$ cat src/rtl/sidf_pkg.sv
// Package: shared constants and register selector type for the stream filter.
// Assumes a 32-bit configuration write word.
package sidf_pkg;
    localparam int EVT_W    = 16;  // event selector width, bits [15:0]
    localparam int SPAN_BIT = 29;  // span flag position in event-type word
    localparam int REG_W    = 32;  // configuration write word width

    typedef enum logic {
        CFG_EVTYPE = 1'b0,
        CFG_MATCH  = 1'b1
    } cfg_reg_e;
endpackage

$ cat src/rtl/sidf_cfg_regs.sv
// Module: per-counter configuration storage (selector, span flag, match value).
// Assumes single-cycle writes; a write is visible after the capturing edge.
module sidf_cfg_regs
    import sidf_pkg::*;
#(
    parameter int NUM_CNT = 4,
    parameter int SID_W   = 32,
    parameter int IDX_W   = 2
) (
    input  logic                              clk,
    input  logic                              rst_n,
    input  logic                              wr_en,
    input  logic                              wr_sel,
    input  logic [IDX_W-1:0]                  wr_idx,
    input  logic [REG_W-1:0]                  wr_data,
    output logic [NUM_CNT-1:0][EVT_W-1:0]     sel_q,
    output logic [NUM_CNT-1:0]                span_q,
    output logic [NUM_CNT-1:0][SID_W-1:0]     match_q
);
    for (genvar g = 0; g < NUM_CNT; g++) begin : g_cnt
        logic hit_idx;
        assign hit_idx = wr_en && (wr_idx == IDX_W'(g));

        // Load this counter's event-type or match register on an addressed write.
        always_ff @(posedge clk) begin
            if (!rst_n) begin
                sel_q[g]   <= '0;
                span_q[g]  <= 1'b0;
                match_q[g] <= '0;
            end else if (hit_idx) begin
                if (cfg_reg_e'(wr_sel) == CFG_MATCH) begin
                    match_q[g] <= wr_data[SID_W-1:0];
                end else begin
                    sel_q[g]  <= wr_data[EVT_W-1:0];
                    span_q[g] <= wr_data[SPAN_BIT];
                end
            end
        end
    end
endmodule

$ cat src/rtl/sidf_span_match.sv
// Module: combinational stream-identifier filter for one counter.
// With span set, trailing ones plus the first zero above them are don't-care;
// an all-ones match value therefore masks every bit.
module sidf_span_match #(
    parameter int SID_W = 32
) (
    input  logic             span,
    input  logic [SID_W-1:0] match,
    input  logic [SID_W-1:0] sid,
    output logic             pass
);
    logic [SID_W-1:0] dc_mask;
    logic [SID_W-1:0] diff;

    // Derive the don't-care mask: x ^ (x+1) marks trailing ones and next zero.
    always_comb begin
        dc_mask = span ? (match ^ (match + SID_W'(1))) : '0;
        diff    = sid ^ match;
        pass    = ((diff & ~dc_mask) == '0);
    end
endmodule

$ cat src/rtl/sid_span_filter.sv
// Module: top of the stream-identifier span filter matcher.
// Per counter: select effective filter (own or counter 0 in shared mode),
// match, AND with event-code selection, and register the pulse.
// Assumes SID_W <= 32 and a glob_mode level that is held static while counting.
module sid_span_filter
    import sidf_pkg::*;
#(
    parameter int NUM_CNT = 4,
    parameter int SID_W   = 32,
    localparam int IDX_W  = (NUM_CNT > 1) ? $clog2(NUM_CNT) : 1
) (
    input  logic               clk,
    input  logic               rst_n,
    input  logic               glob_mode,
    input  logic               wr_en,
    input  logic               wr_sel,
    input  logic [IDX_W-1:0]   wr_idx,
    input  logic [REG_W-1:0]   wr_data,
    input  logic               ev_valid,
    input  logic [EVT_W-1:0]   ev_code,
    input  logic [SID_W-1:0]   ev_sid,
    output logic [NUM_CNT-1:0] cnt_en
);
    logic [NUM_CNT-1:0][EVT_W-1:0] cfg_sel;
    logic [NUM_CNT-1:0]            cfg_span;
    logic [NUM_CNT-1:0][SID_W-1:0] cfg_match;
    logic [NUM_CNT-1:0]            flt_pass;
    logic [NUM_CNT-1:0]            lane_hit;
    logic [NUM_CNT-1:0]            cnt_en_q;

    sidf_cfg_regs #(
        .NUM_CNT (NUM_CNT),
        .SID_W   (SID_W),
        .IDX_W   (IDX_W)
    ) u_cfg (
        .clk     (clk),
        .rst_n   (rst_n),
        .wr_en   (wr_en),
        .wr_sel  (wr_sel),
        .wr_idx  (wr_idx),
        .wr_data (wr_data),
        .sel_q   (cfg_sel),
        .span_q  (cfg_span),
        .match_q (cfg_match)
    );

    for (genvar g = 0; g < NUM_CNT; g++) begin : g_lane
        logic             eff_span;
        logic [SID_W-1:0] eff_match;

        // Pick the filter source: counter 0 in shared mode, else own settings.
        always_comb begin
            eff_span  = glob_mode ? cfg_span[0]  : cfg_span[g];
            eff_match = glob_mode ? cfg_match[0] : cfg_match[g];
        end

        sidf_span_match #(
            .SID_W (SID_W)
        ) u_match (
            .span  (eff_span),
            .match (eff_match),
            .sid   (ev_sid),
            .pass  (flt_pass[g])
        );

        assign lane_hit[g] = ev_valid && (ev_code == cfg_sel[g]) && flt_pass[g];
    end

    // Register the per-counter decision: one cycle of latency.
    always_ff @(posedge clk) begin
        if (!rst_n) cnt_en_q <= '0;
        else        cnt_en_q <= lane_hit;
    end

    assign cnt_en = cnt_en_q;
endmodule

$ cat config.mk
export PLATFORM = sky130hd
export DESIGN_NAME = sid_span_filter
export DESIGN_NICKNAME = d
export VERILOG_FILES = /design/src/rtl/sidf_pkg.sv /design/src/rtl/sidf_cfg_regs.sv /design/src/rtl/sidf_span_match.sv /design/src/rtl/sid_span_filter.sv
export SDC_FILE = /design/constraint.sdc
export NUM_CORES = 1
export LEC_CHECK = 0
export ABC_AREA = 1
export BUFFER_PORTS_ARGS = -buffer_cell sky130_fd_sc_hd__buf_2
export CORE_MARGIN = 4
export CORE_UTILIZATION = 40
export CTS_BUF_LIST = sky130_fd_sc_hd__clkbuf_8
export DETAILED_ROUTE_END_ITERATION = 16
export PLACE_DENSITY = 0.58
export SLEW_MARGIN = 0
export SYNTH_ARGS = -nofsm -noshare
export SYNTH_HDL_FRONTEND = slang
export SYNTH_SLANG_ARGS = --single-unit
$ cat constraint.sdc
create_clock -name clk -period 2 [get_ports clk]
set_input_delay 0.2 -clock clk [delete_from_list [all_inputs] [get_ports clk]]
set_output_delay 0.2 -clock clk [all_outputs]
set_load 0.1 [all_outputs]
Word-level counts from Yosys, hierarchy flattened --
Cells that the tools add are included.
Storage, ports and cells: register bits after elaboration 200, bits of input ports 88, word-level logic and storage cells 76
Cells by class: add/subtract/negate cells 4, eq/ne operators 7, mux-type cells 10, bitwise logic cells 17, reduce and logical (&&, ||, !) cells 25
Operators by type and width (number):
- $xor A32 B32 Y32 | 8
- $mux W32 | 7
- $add A32 B1 Y32 const B | 4
- $and A32 B32 Y32 | 4
- $logic_not A32 Y1 | 4
- $not A32 Y32 | 4
- $eq A16 B16 Y1 | 4
- $reduce_and A2 Y1 | 8
- $logic_and A1 B1 Y1 | 12
- $eq A2 B2 Y1 const B | 2
- $mux W1 | 3
- $eq A2 B1 Y1 const B | 1
- $logic_not A2 Y1 | 1
- $not A1 Y1 | 1

Depth between registers and ports, before layout --
depth after elaboration 8, depth in mapped cells 17

Hierarchy --
Synthesis repeated with hierarchy kept, for this count alone.
Second synthesis, totals: cell total of the unflattened synthesis 2685, area, all modules 15043.2 µm²
Modules (own cells, without submodules):
- sidf_cfg_regs | instances 1, cells each 1243, area each 8137.8 µm², sequential area each 3923.8 µm²
- sidf_span_match (g_lane[0].u_match ...) | instances 3, cells each 240, area each 1171.1 µm², sequential area each 0.0 µm²
- sid_span_filter | instances 1, cells each 484, area each 2268.4 µm², sequential area each 80.1 µm²
- sidf_span_match (g_lane[3].u_match) | instances 1, cells each 238, area each 1123.6 µm², sequential area each 0.0 µm²

Least setup slack after synthesis --
Ideal clock, no wire load.
kind input -> register, start input port glob_mode, end register cnt_en_q[2] (netlist: cnt_en[2]), setup time 0.064 ns, arrival time 1.595 ns, data required time 1.936 ns, slack 0.341 ns, stages 15, cells stage by stage buf_6 inv_6 buf_4 nand2_1 nand2_1 nand2_1 nor2_2 nand3_2 nor2_2 nand2_1 a21oi_1 nand2_1 nor2_1 nand2_1 nor2_1
On the way: cells in the longest elaborated chain, start to end 8, elaborated cells between the ends (all ways) 10, classes of those cells 1 x add/sub; 3 x mux; 4 x bitwise; 2 x reduce/logical
RTL lines:
- start, declared | line sid_span_filter.sv:14 | input logic glob_mode,
- $mux W32 | line sid_span_filter.sv:54 | eff_match = glob_mode ? cfg_match[0] : cfg_match[g];
- $add A32 B1 Y32 | line sidf_span_match.sv:17 | dc_mask = span ? (match ^ (match + SID_W'(1))) : '0;
- $xor A32 B32 Y32 | line sidf_span_match.sv:17
- $mux W32 | line sidf_span_match.sv:17
- $not A32 Y32 | line sidf_span_match.sv:19 | pass = ((diff & ~dc_mask) == '0);
- $and A32 B32 Y32 (*) | line sidf_span_match.sv:19
- $logic_not A32 Y1 (*) | line sidf_span_match.sv:19
- $logic_and A1 B1 Y1 (*) | line sid_span_filter.sv:66 | assign lane_hit[g] = ev_valid && (ev_code == cfg_sel[g]) && flt_pass[g];
- end signal, assigned | line sid_span_filter.sv:72 | else cnt_en_q <= lane_hit;
- end, declared | line sid_span_filter.sv:29 | logic [NUM_CNT-1:0] cnt_en_q;
Mark *: on every way between the ends. The rest lies on a longest branch, timed or not. A chain may end at the register's enable or synchronous reset.

Final worst setup path --
start register u_cfg.match_q[1] (netlist bit), end register cnt_en_q[0] (netlist: cnt_en[0])
On the way: cells in the longest elaborated chain, start to end 7, elaborated cells between the ends (all ways) 8, classes of those cells 1 x add/sub; 1 x mux; 4 x bitwise; 2 x reduce/logical
RTL lines:
- start, declared | line sidf_cfg_regs.sv:18 | output logic [NUM_CNT-1:0][SID_W-1:0] match_q
- start signal, assigned by index | line sidf_cfg_regs.sv:32 | match_q[g] <= wr_data[SID_W-1:0];
- $add A32 B1 Y32 | line sidf_span_match.sv:17
- $xor A32 B32 Y32 | line sidf_span_match.sv:17
- $mux W32 | line sidf_span_match.sv:17
- $not A32 Y32 | line sidf_span_match.sv:19
- $and A32 B32 Y32 (*) | line sidf_span_match.sv:19
- $logic_not A32 Y1 (*) | line sidf_span_match.sv:19
- $logic_and A1 B1 Y1 (*) | line sid_span_filter.sv:66
Marked as above.

==> flow_summary.json <==
{
  "synthTopCellsByArea": "dfxtp_1 31%, nand2_1 16%, o21ai_0 9.4%, nor2_1 8.9%, xor2_1 8.2%",
  "cts_max_level": 4,
  "syn_avg_cell_area_um2": 6.17,
  "clock_latency_ns": 0.53,
  "nFillCells": 3246,
  "fin_crit_sh_pct": 97.0,
  "setup_tns_ns": 0,
  "setup_viol": 0,
  "dpl.hpwl_um": 42100,
  "dieArea_mm2": 0.0348,
  "start_util_pct": 40.5,
  "fp.dieH_um": 187,
  "antenna_found_initial": 3,
  "clockRootBuffer": "clkbuf_8",
  "cts.clk_slew.worst_paths_ns": 0.12,
  "synth_warnings": 0,
  "hp-class": "in2reg",
  "vias": 14600,
  "avgViaCountPerCell": 5.22,
  "startpoint_type": "flop",
  "die_w_um": 187,
  "worstPathArrival_ns": 2.39,
  "hold_viol_final": 0,
  "synth-seq-area-share_pct": 31.4,
  "path_class": "reg2reg",
  "ys_ff_latch": 200,
  "clock-sinks": 200,
  "fmax_mhz": 516,
  "wl_per_cell_um": 19.2,
  "cts-buffers-inserted": 17,
  "grt_pass1_vias": 13500,
  "cts_tree": "yes",
  "row_count": 65,
  "drt_pass1_iterations": 6,
  "area_delta_synth_final_pct": 29.4,
  "wl_um": 53700,
  "drtIter0Drc": 1193,
  "final_antenna_net_count": 0,
  "grt_start_max_net_pins": 172,
  "drc": 0,
  "ir_worst_vdd_v": 0.000625,
  "syn-num-nets": 2159,
  "gr-total-overflow": 0,
  "portBuffers": 91,
  "core_mm2": 0.0315,
  "p_leak_nw": 7.03,
  "skew_ns": 0.0217,
  "status": "completed",
  "final_cell_mix": "469 x nand2_1, 263 x nor2_1, 257 x buf_4",
  "synthCells": 2069,
  "finalMaxSlewViolations": 0,
  "yosysTopAreaCell": "dfxtp_1",
  "grt_pass1_wl_um": 80000,
  "end_kind": "flop",
  "worstMarginPinSlew_ns": 0.738,
  "place.gp.congestion": 0.951,
  "drive_gt1_share_pct": 24.0,
  "synth_top_area_share_pct": 31.4,
  "pwr_density_cell_mw_per_mm2": 517,
  "fin_nets": 2472,
  "synth_cell_types": 36,
  "rsz0062_at_grt": "yes",
  "synth_area_mm2": 0.0128,
  "required_ns": 2.45,
  "track_usage_pct": 29.7,
  "layout_commonest_cell": "nand2_1",
  "io_pins": 92,
  "final_core_util_pct": 52.4,
  "antenna_cells": 0,
  "max-slew-margin-rel_pct": 50.8,
  "clock_path_buffers": 2,
  "drv_cap": 0,
  "path_max_fanout": 3,
  "finalCriticalPeriod_ns": 1.94
}
==> final cells by class <==
type                    instances  area (um^2)  share of cell area, %
clock buffers                  20          275                   1.67
well taps                     402          503                   3.05
multi-input cells            1591         8130                   49.2
flip-flops and latches        200         4050                   24.5
repair buffers                371         2680                   16.3
clock inverters                12          106                  0.644
inverters                     201          759                   4.60
==> stage by stage <==
stage               cell area [um^2]  instances  power, mW  hold slack [ns]  setup WS [ns]
finish                         16500       2797       8.54           0.0376         0.0604
global route                   16500       2797       8.89           0.0243        -0.0504
CTS                            16000       2793       8.52          0.00264       0.000996
detailed placement             15400       2747       5.87            0.446         -0.442
global placement               15400       2747       5.87            0.437         -0.469
floorplan                      12800       2069       5.09            0.335          0.341
==> report_power, final <==
group	leakage, nW	internal, mW	switching (mW)
Clock	0.189	0.997	1.67
Combinational	5.20	0.619	1.06
Sequential	1.64	4.11	0.0874
==> sequential cells by signal, summed over array words and instances (netlist names) <==
name and cells:
u_cfg.match_q 128, u_cfg.sel_q 64, cnt_en 4, u_cfg.span_q 4
==> worst max-delay path: stages (launching register included) <==
cell     delay (ns)
dfxtp_4        0.39
buf_4          0.14
nand3_2        0.12
nor2_2         0.15
buf_4          0.11
nand2_1        0.04
nor2_1         0.22
nand4_1        0.18
o21ai_0        0.20
nand4_1        0.16
nor2_4         0.16
==> kinds of logic (layout without fill, tap and decap cells) <==
| logic type | count (synthesis) | in the layout | synth area share (%) |
|---|---|---|---|
| simple gates | 1007 | 1007 | 32.1 |
| fa+ha+maj | 2 | 2 | 0.196 |
| flops | 200 | 200 | 31.4 |
| compound gates | 441 | 441 | 17.9 |
| xor+xnor | 141 | 141 | 9.68 |
| buf+inv | 278 | 604 | 8.81 |
==> timing repair <==
item,CTS,global route
endpoints found under the setup margin,3,4
buffers inserted,0,4
hold endpoints to repair,42,0
pin swaps,8,34
resized for setup,28,169
hold buffers,15,0
==> routing by layer <==
metal / global-route usage [%] / routed length [um]
met1: 42.0 / 24600
met2: 47.1 / 24100
met3: 5.65 / 3860
met4: 7.45 / 1140
met5: 0 / 16
==> cells in the mapped netlist <==
| library cell | n |
|---|---|
| o211ai_1 | 1 |
| o21a_1 | 1 |
| and2_1 | 2 |
| clkinv_1 | 3 |
| inv_1 | 197 |
| buf_8 | 2 |
| clkbuf_1 | 61 |
| xor2_1 | 119 |
| o21ai_2 | 9 |
| a31oi_1 | 2 |
| xnor2_1 | 22 |
| nor3_1 | 16 |
| nand3_1 | 98 |
| nor4_1 | 2 |
| nand2_1 | 529 |
| dfxtp_1 | 200 |
| and3_1 | 1 |
| nor2_4 | 1 |
| o21ai_1 | 13 |
| nand3_2 | 1 |
| ha_1 | 2 |
| a21boi_0 | 1 |
| o21bai_1 | 1 |
| buf_2 | 6 |
| nor2_1 | 304 |
| nand3b_1 | 6 |
| buf_4 | 4 |
| inv_6 | 1 |
| o21ai_0 | 240 |
| o221ai_1 | 1 |
| buf_6 | 4 |
| nor2_2 | 13 |
| a21oi_1 | 154 |
| nand4_1 | 21 |
| nand2_2 | 13 |
| o22ai_1 | 18 |
==> final timing paths <==
check | cells past startpoint | start | to | slack, ns
worst min register to register | 2 | u_cfg.match_q[33]$_SDFFE_PN0P_ | u_cfg.match_q[33]$_SDFFE_PN0P_ | 0.46
worst max register to register | 10 | u_cfg.match_q[1]$_SDFFE_PN0P_ | cnt_en[0]$_SDFF_PN0_ | 0.06
worst min-delay path | 3 | wr_data[13] | u_cfg.match_q[109]$_SDFFE_PN0P_ | 0.04
worst max-delay path | 10 | u_cfg.match_q[1]$_SDFFE_PN0P_ | cnt_en[0]$_SDFF_PN0_ | 0.06
Note: power is estimated with default switching activity, not from simulation.
